`config.mk`:
```
export PLATFORM = sky130hd
export DESIGN_NAME = reseed_bist_ctrl
export DESIGN_NICKNAME = d
export VERILOG_FILES = /design/src/rtl/bist_ctrl_pkg.sv /design/src/rtl/bist_lfsr.sv /design/src/rtl/bist_misr.sv /design/src/rtl/bist_seq.sv /design/src/rtl/reseed_bist_ctrl.sv
export SDC_FILE = /design/constraint.sdc
export NUM_CORES = 1
export LEC_CHECK = 0
export BUFFER_PORTS_ARGS = -buffer_cell sky130_fd_sc_hd__buf_2
export CORE_MARGIN = 3
export CORE_UTILIZATION = 50
export CTS_CLUSTER_SIZE = 10
export DETAILED_ROUTE_END_ITERATION = 16
export MAX_ROUTING_LAYER = met4
export PLACE_DENSITY_LB_ADDON = 0.2
export SYNTH_ARGS = -nofsm -noshare
export SYNTH_HDL_FRONTEND = slang
export SYNTH_SLANG_ARGS = --single-unit
```
`constraint.sdc`:
```
create_clock -name clk -period 2.5 [get_ports clk]
set_input_delay 0.5 -clock clk [delete_from_list [all_inputs] [get_ports clk]]
set_output_delay 0.5 -clock clk [all_outputs]
set_load 0.005 [all_outputs]
```
`src/rtl/bist_ctrl_pkg.sv`:
```
package bist_ctrl_pkg;
  typedef enum logic [2:0] {
    ST_IDLE, ST_CFG, ST_FETCH, ST_SHIFT, ST_LAUNCH, ST_CAPTURE, ST_FLUSH, ST_DONE
  } bist_state_e;

  localparam logic [1:0] SCH_EVERY  = 2'd0;
  localparam logic [1:0] SCH_FIRST1 = 2'd1;
  localparam logic [1:0] SCH_FIRST2 = 2'd2;
endpackage

```
`src/rtl/bist_lfsr.sv`:
```
module bist_lfsr #(
  parameter int          W    = 4,
  parameter logic [W-1:0] TAP = 4'b1001,
  parameter int          NCH  = 1
) (
  input  logic           clk,
  input  logic           rst_n,
  input  logic           load,
  input  logic [W-1:0]   seed,
  input  logic           en,
  output logic [NCH-1:0] si
);
  logic [W-1:0] st;

  always_ff @(posedge clk or negedge rst_n) begin
    if (!rst_n)    st <= '0;
    else if (load) st <= seed;
    else if (en)   st <= {^(st & TAP), st[W-1:1]};
  end

  // Each chain taps a different state bit so parallel chains differ.
  for (genvar c = 0; c < NCH; c++) begin : g_tap
    assign si[c] = st[c % W];
  end
endmodule

```
`src/rtl/bist_misr.sv`:
```
module bist_misr #(
  parameter int            SW   = 16,
  parameter logic [SW-1:0] POLY = 16'h1021,
  parameter int            NCH  = 1
) (
  input  logic           clk,
  input  logic           rst_n,
  input  logic           clr,
  input  logic           en,
  input  logic [NCH-1:0] resp,
  output logic [SW-1:0]  sig
);
  localparam int PAD = SW - NCH;
  logic [SW-1:0] fold;

  assign fold = {{PAD{1'b0}}, resp};

  always_ff @(posedge clk or negedge rst_n) begin
    if (!rst_n)   sig <= '0;
    else if (clr) sig <= '0;
    else if (en)  sig <= {sig[SW-2:0], 1'b0} ^ (sig[SW-1] ? POLY : '0) ^ fold;
  end
endmodule

```
`src/rtl/bist_seq.sv`:
```
module bist_seq
  import bist_ctrl_pkg::*;
#(
  parameter int CHAIN_LEN   = 10,
  parameter int D_W         = 13,
  parameter int K_W         = 4,
  parameter int D_SMALL_MAX = 8,
  parameter int D_LARGE_MIN = 1024,
  parameter int D_LARGE_MAX = 4096
) (
  input  logic           clk,
  input  logic           rst_n,
  input  logic           start,
  input  logic [1:0]     sched_i,
  input  logic [D_W-1:0] dval_i,
  input  logic [K_W-1:0] kval_i,
  input  logic           seed_valid,
  output logic           seed_ready,
  output logic [K_W-1:0] seed_idx,
  output logic           lfsr_load,
  output logic           shift_en,
  output logic           scan_en,
  output logic           cap_en,
  output logic           cmp_en,
  output logic           accept,
  output logic           cfg_bad,
  output logic           done
);
  localparam int CW = $clog2(CHAIN_LEN + 1);
  localparam logic [CW-1:0]  LAST   = CW'(CHAIN_LEN - 1);
  localparam logic [D_W-1:0] SM_MAX = D_W'(D_SMALL_MAX);
  localparam logic [D_W-1:0] LG_MIN = D_W'(D_LARGE_MIN);
  localparam logic [D_W-1:0] LG_MAX = D_W'(D_LARGE_MAX);

  bist_state_e    state;
  logic [1:0]     sched_q;
  logic [D_W-1:0] d_q, pat_left, seed_pats;
  logic [K_W-1:0] k_q;
  logic [CW-1:0]  sh_cnt;
  logic           have_resp;
  logic           pow2, small_ok, large_ok, cfg_ok, expanded;

  // Configuration check on the start inputs.
  assign pow2     = (dval_i != '0) && ((dval_i & (dval_i - 1'b1)) == '0);
  assign small_ok = pow2 && (dval_i <= SM_MAX);
  assign large_ok = pow2 && (dval_i >= LG_MIN) && (dval_i <= LG_MAX);
  assign cfg_ok   = ((sched_i == SCH_EVERY) && small_ok) ||
                    (((sched_i == SCH_FIRST1) || (sched_i == SCH_FIRST2)) && large_ok);

  // Patterns for the seed at seed_idx.
  assign expanded  = (sched_q == SCH_EVERY) ||
                     ((sched_q == SCH_FIRST1) && (seed_idx == '0)) ||
                     ((sched_q == SCH_FIRST2) && (seed_idx < K_W'(2)));
  assign seed_pats = expanded ? d_q : D_W'(1);

  assign accept     = ((state == ST_IDLE) || (state == ST_DONE)) && start;
  assign seed_ready = (state == ST_FETCH);
  assign lfsr_load  = seed_ready && seed_valid;
  assign shift_en   = (state == ST_SHIFT) || (state == ST_FLUSH);
  assign cap_en     = (state == ST_LAUNCH) || (state == ST_CAPTURE);
  assign scan_en    = !cap_en;
  assign cmp_en     = ((state == ST_SHIFT) && have_resp) || (state == ST_FLUSH);
  assign done       = (state == ST_DONE);
  assign cfg_bad    = 1'b0 | bad_q;

  logic bad_q;

  always_ff @(posedge clk or negedge rst_n) begin
    if (!rst_n) begin
      state     <= ST_IDLE;
      sched_q   <= '0;
      d_q       <= '0;
      k_q       <= '0;
      bad_q     <= 1'b0;
      seed_idx  <= '0;
      pat_left  <= '0;
      sh_cnt    <= '0;
      have_resp <= 1'b0;
    end else begin
      case (state)
        ST_IDLE, ST_DONE: if (start) begin
          state     <= ST_CFG;
          sched_q   <= sched_i;
          d_q       <= dval_i;
          k_q       <= kval_i;
          bad_q     <= !cfg_ok;
          seed_idx  <= '0;
          sh_cnt    <= '0;
          have_resp <= 1'b0;
        end
        ST_CFG: state <= (bad_q || (k_q == '0)) ? ST_DONE : ST_FETCH;
        ST_FETCH: if (seed_valid) begin
          pat_left <= seed_pats;
          seed_idx <= seed_idx + 1'b1;
          sh_cnt   <= '0;
          state    <= ST_SHIFT;
        end
        ST_SHIFT: if (sh_cnt == LAST) begin
          sh_cnt <= '0;
          state  <= ST_LAUNCH;
        end else begin
          sh_cnt <= sh_cnt + 1'b1;
        end
        ST_LAUNCH: state <= ST_CAPTURE;
        ST_CAPTURE: begin
          have_resp <= 1'b1;
          if (pat_left > D_W'(1)) begin
            pat_left <= pat_left - 1'b1;
            state    <= ST_SHIFT;
          end else if (seed_idx < k_q) begin
            state <= ST_FETCH;
          end else begin
            state <= ST_FLUSH;
          end
        end
        ST_FLUSH: if (sh_cnt == LAST) begin
          sh_cnt <= '0;
          state  <= ST_DONE;
        end else begin
          sh_cnt <= sh_cnt + 1'b1;
        end
        default: state <= ST_IDLE;
      endcase
    end
  end
endmodule

```
`src/rtl/reseed_bist_ctrl.sv`:
```
module reseed_bist_ctrl #(
  parameter int               LFSR_W    = 4,
  parameter logic [LFSR_W-1:0] TAP      = 4'b1001,
  parameter int               N_CH      = 1,
  parameter int               CHAIN_LEN = 10,
  parameter int               D_W       = 13,
  parameter int               K_W       = 4,
  parameter int               SIG_W     = 16,
  parameter logic [SIG_W-1:0] POLY      = 16'h1021
) (
  input  logic              clk,
  input  logic              rst_n,
  input  logic              start,
  input  logic [1:0]        sched_sel,
  input  logic [D_W-1:0]    d_sel,
  input  logic [K_W-1:0]    seed_limit,
  input  logic [SIG_W-1:0]  golden,
  input  logic              seed_valid,
  input  logic [LFSR_W-1:0] seed_data,
  output logic              seed_ready,
  output logic [K_W-1:0]    seed_idx,
  output logic              lfsr_load,
  output logic              shift_en,
  output logic              scan_en,
  output logic              cap_en,
  output logic              cmp_en,
  output logic [N_CH-1:0]   scan_si,
  input  logic [N_CH-1:0]   resp_in,
  output logic              done,
  output logic              pass
);
  logic             accept, cfg_bad;
  logic [SIG_W-1:0] sig, gold_q;

  bist_seq #(.CHAIN_LEN(CHAIN_LEN), .D_W(D_W), .K_W(K_W)) u_seq (
    .clk(clk), .rst_n(rst_n), .start(start), .sched_i(sched_sel),
    .dval_i(d_sel), .kval_i(seed_limit), .seed_valid(seed_valid),
    .seed_ready(seed_ready), .seed_idx(seed_idx), .lfsr_load(lfsr_load),
    .shift_en(shift_en), .scan_en(scan_en), .cap_en(cap_en), .cmp_en(cmp_en),
    .accept(accept), .cfg_bad(cfg_bad), .done(done)
  );

  bist_lfsr #(.W(LFSR_W), .TAP(TAP), .NCH(N_CH)) u_lfsr (
    .clk(clk), .rst_n(rst_n), .load(lfsr_load), .seed(seed_data),
    .en(shift_en), .si(scan_si)
  );

  bist_misr #(.SW(SIG_W), .POLY(POLY), .NCH(N_CH)) u_misr (
    .clk(clk), .rst_n(rst_n), .clr(accept), .en(cmp_en), .resp(resp_in), .sig(sig)
  );

  always_ff @(posedge clk or negedge rst_n) begin
    if (!rst_n)      gold_q <= '0;
    else if (accept) gold_q <= golden;
  end

  assign pass = done && !cfg_bad && (sig == gold_q);
endmodule

```
==> results.md, run 1 <==
- Outcome: completed
- Worst setup margin: 117 ps
- Complex-gate fraction of the synthesized area: 17.6%
- Critical path type: reg -> out
- Synth top area share: between 40% and 50%
- Yosys top cell by area: dfrtp_1
- Vias in the first global route: 3337
- Global-route wire length before repair: 16700 um
- WP data arrival: about 1900 ps
- Largest family of logic cells by synthesized area: simple AND/OR/NAND/NOR gates
- Critical Path Fanout Max: 3
- Total power: 3090 uW
- Clock transition at the registers of the reported paths: around 90 ps
- DP Worst Slack: 256 ps
- Area after DPL: ~4600 sq um
- Worst-Margin Slew: around 660 ps
- FP Rows: 32
- GRT Overall Usage: 21.9%
- Largest net degree at the start of global routing: 43
- Num ports: 57
- Final GP Congestion: 0.874
- Multiplexer share of the synthesized area: 1.22%
- Syn avg cell area: 9.20 sq um
- Die ar.: 9560 sq um
- Starting Density: 52.9%
- 1st-iter DRT viols: 214
- Routed via count: roughly 3600
- Worst skew pair latency: roughly 350 ps
- Vias/cell: 5.71
- DRC violations left: 0
- Antenna diodes: 0
- Post-synth EDFFs: 0
- Nature of the critical path endpoint: primary output
- Yosys cell types: 58
- TritonRoute pass-1 iters: 5
- Syn_nets: 512
- Simple-Gate Fraction of Synth Area: between 20% and 30%
- Post-route ant nets: 0
- Reg2Reg Capture Point: u_seq.pat_left[12]
- Min-delay worst type: in -> async
- Clock sink total: 81
- Routed wire per std cell: between 15 and 20 um
- Final setup viols: 0
- Post-route setup TNS: 0 ps
- CTS tree: built
- Maxcap violations: 0
- #FFs+latches synth: 81
- Initial antenna violation count: 0
- Clk buf depth: 2
- Clock root cell: clkbuf_8
- Seq/Total Area, Yosys: 48.1%
- Top FF cell, synth: dfrtp_1
- Max Clock Skew: 7.68 ps
- Slew Limit Fails: 0
- Final Hold Violating Endpoints: 0
- Chip height: 97.8 um
- Pwr per Cell Area: about 630 nW/um^2
- Synth top cells by count: nand2_1 (114), dfrtp_1 (81), o21ai_0 (25), inv_1 (20), a22o_1 (19)
- Finished layout cell area: 4900 sq um
- Most frequent cell after synthesis: nand2_1
- Area delta synth->final: 16.4%
- Crit share post-route: 95.3%
- Rel. slew slack: 55.8%
- DP Wirelength: a little over 7000 um
- Fin nets: 575
- Yosys warnings: 0
- Die width: between 90 and 100 um
- Syn Inst Count: 458
- CTS H-tree depth: 3
- Adder-cell share of the synthesized area: about 3.2%
- Reg-to-Reg Start: u_seq.pat_left[0]
- Core area: 7970 sq um
- Asr flop ratio synth: 100%
- Grt ovf: 0
- Fmax achieved: between 400 and 500 MHz
- Critical path launch point type: flop
- Fin crit period: 2380 ps
- WL final: about 9900 um
- Synthesized area: 4210 sq um
- TritonCTS Buffers: 9
- Largest cells by area after synthesis: dfrtp_1 (48%), nand2_1 (10%), a22o_1 (4.0%)
- Reg2reg setup slack: 370 ps
- Crit path required time: about 2000 ps
- XOR/XNOR Fraction of Synth Area: 4.58%
- Pleak: 0.00240 uW
- RSZ-0062 raised after global routing: no
- VDD IR-drop max: 586 uV
- Share of cells above drive strength 1: 20.7%
- PortBufs: 56
- Cells on worst reg2reg path: 7
==> metrics by stage <==
stage          instances  hold slack, ps  utilization, %
6_report             628             115            61.5
5_1_grt              628             149            61.5
4_1_cts              628             134            61.4
2_1_floorplan        458             204               -
3_3_place_gp         609             467            58.2
3_5_place_dp         609             474            58.2
==> metal layers <==
| metal | GRT usage [%] | share of wire [%] |
|---|---|---|
| met1 | 32.5 | 49 |
| met2 | 31.7 | 45 |
| met3 | 2.86 | 5.5 |
| met4 | 5.96 | 1.2 |
| met5 | - | 0 |
==> layout make-up <==
type	count	area, sq um
Inverter	22	82.6
Sequential cell	81	2030
Multi-Input combinational cell	334	2020
Timing Repair Buffer	73	423
Fill cell	699	3070
Clock inverter	7	93.8
Clock buffer	9	124
Tap cell	102	128
==> registers in the layout, summed over array words and instances (netlist names) <==
register	count
u_seq.cfg_bad	1
u_lfsr.st	4
u_seq.k_q	4
u_seq.state	3
u_misr.sig	16
u_seq.have_resp	1
u_seq.d_q	13
u_seq.seed_idx	4
u_seq.sh_cnt	4
gold_q	16
u_seq.sched_q	2
u_seq.pat_left	13
==> worst max-delay path by stage <==
stage | from | end | slack (ps) | depth (start not counted)
3_3_place_gp | u_misr.sig[15] | pass | 250 | 5
2_1_floorplan | u_seq.state[1] | pass | 430 | 6
5_1_grt | u_misr.sig[15] | pass | 20 | 5
3_5_place_dp | u_misr.sig[15] | pass | 260 | 5
6_report | u_misr.sig[1] | pass | 120 | 5
4_1_cts | u_misr.sig[15] | pass | 3 | 5
==> report_power, final <==
part           internal (uW)  switching [uW]  total, uW
Combinational            266             182        447
Sequential              1440             143       1590
Clock                    562             495       1060
==> critical path: stages, from the launching register on <==
cell and delay, ps:
dfrtp_1 420, xnor2_1 160, nand3_1 100, or4_4 560, nor4_4 150, buf_2 150
==> layout by cell type, fill, tap and decap left out, types with 5 or more instances in the layout <==
master    Yosys  final
a22o_1       19     19
o21ai_1       9      8
nand2_1     114    114
o21ai_0      25     25
buf_4         2     17
nand3_1       8      8
a21oi_1      17     17
inv_1        20     20
a31oi_1      10     10
clkbuf_8      0      9
nand4_1       5      5
ha_1         10     10
dfrtp_1      81     80
nor2_1       16     16
xnor2_1      14     13
xor2_1        8      8
buf_2         7     55
nor3_1       11     11
nor4_1        6      5
==> cells by family after synthesis <==
logic type	after synthesis
DFF	81
adders and majority gates	11
buffers and inverters	43
and+or+nand+nor	185
xor gates and xnor gates	22
AOI/OAI and AO/OA	111
muxes	5
==> repair_timing <==
item	in CTS	in global routing
hold buffers	0	0
cloned	0	0
setup buffers	3	0
setup endpoints to repair	1	1
pin swaps	2	2
gates resized for setup	4	1
No activity file was read; power rests on OpenSTA's default activity.
==> inputs of run 2 (changes only) <==
--- a/config.mk
+++ b/config.mk
@@ -6,8 +6,10 @@
 export NUM_CORES = 1
 export LEC_CHECK = 0
 export BUFFER_PORTS_ARGS = -buffer_cell sky130_fd_sc_hd__buf_2
+export CELL_PAD_IN_SITES_DETAIL_PLACEMENT = 0
+export CELL_PAD_IN_SITES_GLOBAL_PLACEMENT = 1
 export CORE_MARGIN = 3
-export CORE_UTILIZATION = 50
+export CORE_UTILIZATION = 44
 export CTS_CLUSTER_SIZE = 10
 export DETAILED_ROUTE_END_ITERATION = 16
 export MAX_ROUTING_LAYER = met4
==> results.md, run 2 (synthesis gave the netlist of run 1 again) <==
- WHS: 316 ps (+201 ps)
- Starting Density: 45.4% (-7.5 points)
- 1st-iter DRT viols: 166 (-22%)
- Critical path launch point type: flop
- Num ports: 57 (unchanged)
- RSZ-0062 raised after global routing: no
- Fmax achieved: 420 MHz (about the same)
- Final setup viols: 0 (unchanged)
- Crit path required time: 2000 ps (about the same)
- Min-delay worst type: in -> reg
- Crit path cell chain: xnor2_1 -> nand4_1 -> or4_4 -> nor4_4 -> buf_2
- Global-route wire length before repair: 17100 um (+2.4%)
- PortBufs: 56 (unchanged)
- Clk buf depth: 2 (unchanged)
- Rel. slew slack: 52.3% (-3.6 points)
- Final GP Congestion: 0.871 (-0.37%)
- Pleak: 0.00243 uW (+1.4%)
- Maxcap violations: 0 (unchanged)
- DRC violations left: 0 (unchanged)
- DP Wirelength: 7160 um (+1.5%)
- Hold Path Stages: 3
- Finished layout cell area: 4980 sq um (+1.6%)
- Clock sink total: 81 (unchanged)
- Top flop regs: gold_q (16), u_misr.sig (16)
- Routed via count: 3524 (-1.8%)
- Total power: 3100 uW (+0.34%)
- TritonRoute pass-1 iters: 4 (-1)
- GRT Overall Usage: 20.2% (-1.7 points)
- Commonest cells after routing, fill and taps aside: nand2_1 (114), dfrtp_1 (80), buf_2 (55), o21ai_0 (25), buf_4 (24)
- Routed wire per std cell: 15.0 um (-5.1%)
- Cells on worst reg2reg path: 7 (unchanged)
- Fin nets: 583 (+1.4%)
- Worst skew pair latency: 360 ps (about the same)
- Worst-Margin Slew: 716 ps (+54.1 ps)
- CTS tree: built
- Die width: 104 um (+6.2%)
- Outcome: completed
- Share of cells above drive strength 1: 21.5% (+0.81 points)
- Area after DPL: 4680 sq um (+1.1%)
- TritonCTS Buffers: 9 (unchanged)
- Area delta synth->final: 18.3%
- Pwr per Cell Area: 623 nW/um^2 (-1.3%)
- Vias in the first global route: 3350 (+0.39%)
- Worst path max stage delay: 540 ps (-20 ps)
- VDD IR-drop max: 289 uV (-51%)
- Max Clock Skew: 9.71 ps (+2.03 ps)
- Slew Limit Fails: 0 (unchanged)
- Chip height: 104 um (+6.2%)
- WP data arrival: 1880 ps (about the same)
- Antenna diodes: 0 (unchanged)
- Critical Path Fanout Max: 2 (-1)
- Clock root cell: clkbuf_8
- Final Hold Violating Endpoints: 0 (unchanged)
- Fillers: 881 (+26%)
- Critical path type: reg -> out
- Post-route ant nets: 0 (unchanged)
- Crit-path slowest cell: or4_4
- CTS H-tree depth: 3 (unchanged)
- Initial antenna violation count: 0 (unchanged)
- Grt ovf: 0 (unchanged)
- Vias/cell: 5.32 (-6.9%)
- Die ar.: 10800 sq um (+13%)
- Clock transition at the registers of the reported paths: 90 ps (about the same)
- Crit share post-route: 95.3% (about the same)
- Post-route setup TNS: 0 ps (unchanged)
- Fin crit period: 2380 ps (+0.720 ps)
- Nature of the critical path endpoint: primary output
- FP Rows: 35 (+9.4%)
- Core area: 9280 sq um (+17%)
- Most common cell after layout, fill and taps aside: nand2_1
- WL final: 9930 um (+0.22%)
- Largest net degree at the start of global routing: 65 (+51%)
## run 2: critical path: cells and delay by family (launching register included)
kind	cells	cell delay, ps
xor+xnor	1	180
buf+inv	1	150
flops	1	410
simple gates	3	790
## run 2: layout make-up
cell class	instances	area (sq um)	area share, %
clock inverter	7	85.1	1.71
multi-input combinational	334	2010	40.4
clock buffer	9	124	2.49
sequential	81	2030	40.7
timing repair buffer	81	485	9.75
tap	129	161	3.24
inverter	22	82.6	1.66
## run 2: path summary, 6_finish.rpt
path,startpoint,end,slack (ps)
min reg2reg,u_seq.d_q[9],u_seq.d_q[9],480
max in group asynchronous,rst_n,u_misr.sig[15],1340
min,golden[7],gold_q[7],320
min in group asynchronous,rst_n,u_lfsr.st[0],550
max,u_misr.sig[10],pass,120
max reg2reg,u_seq.pat_left[0],u_seq.pat_left[12],350
## run 2: per-layer routing
metal	vias up	wire length (um)	GRT usage [%]
li1	1749	-	-
met1	1698	5070	29.2
met2	70	4330	28.7
met3	7	405	4.42
met4	0	121	5.32
met5	-	0	-
## run 2: power breakdown
group	total, uW	internal [uW]	switching (uW)
combinational	512	311	201
clock	1030	484	542
sequential	1560	1440	121
total	3100	2240	863
## run 2: repair_timing
item	in CTS	in global routing
resized for setup	4	0
buffers inserted	8	0
setup endpoints to repair	1	1
hold buffers	1	0
endpoints found under the hold margin	5	0
pin swaps	6	3
## run 2: through the flow
step	instances	util, %	worst slack [ps]
global route	663	53.7	0.971
finish	663	53.7	116
global placement	638	50.4	247
detailed placement	638	50.4	245
CTS	663	53.7	-5.11
floorplan	458	-	434
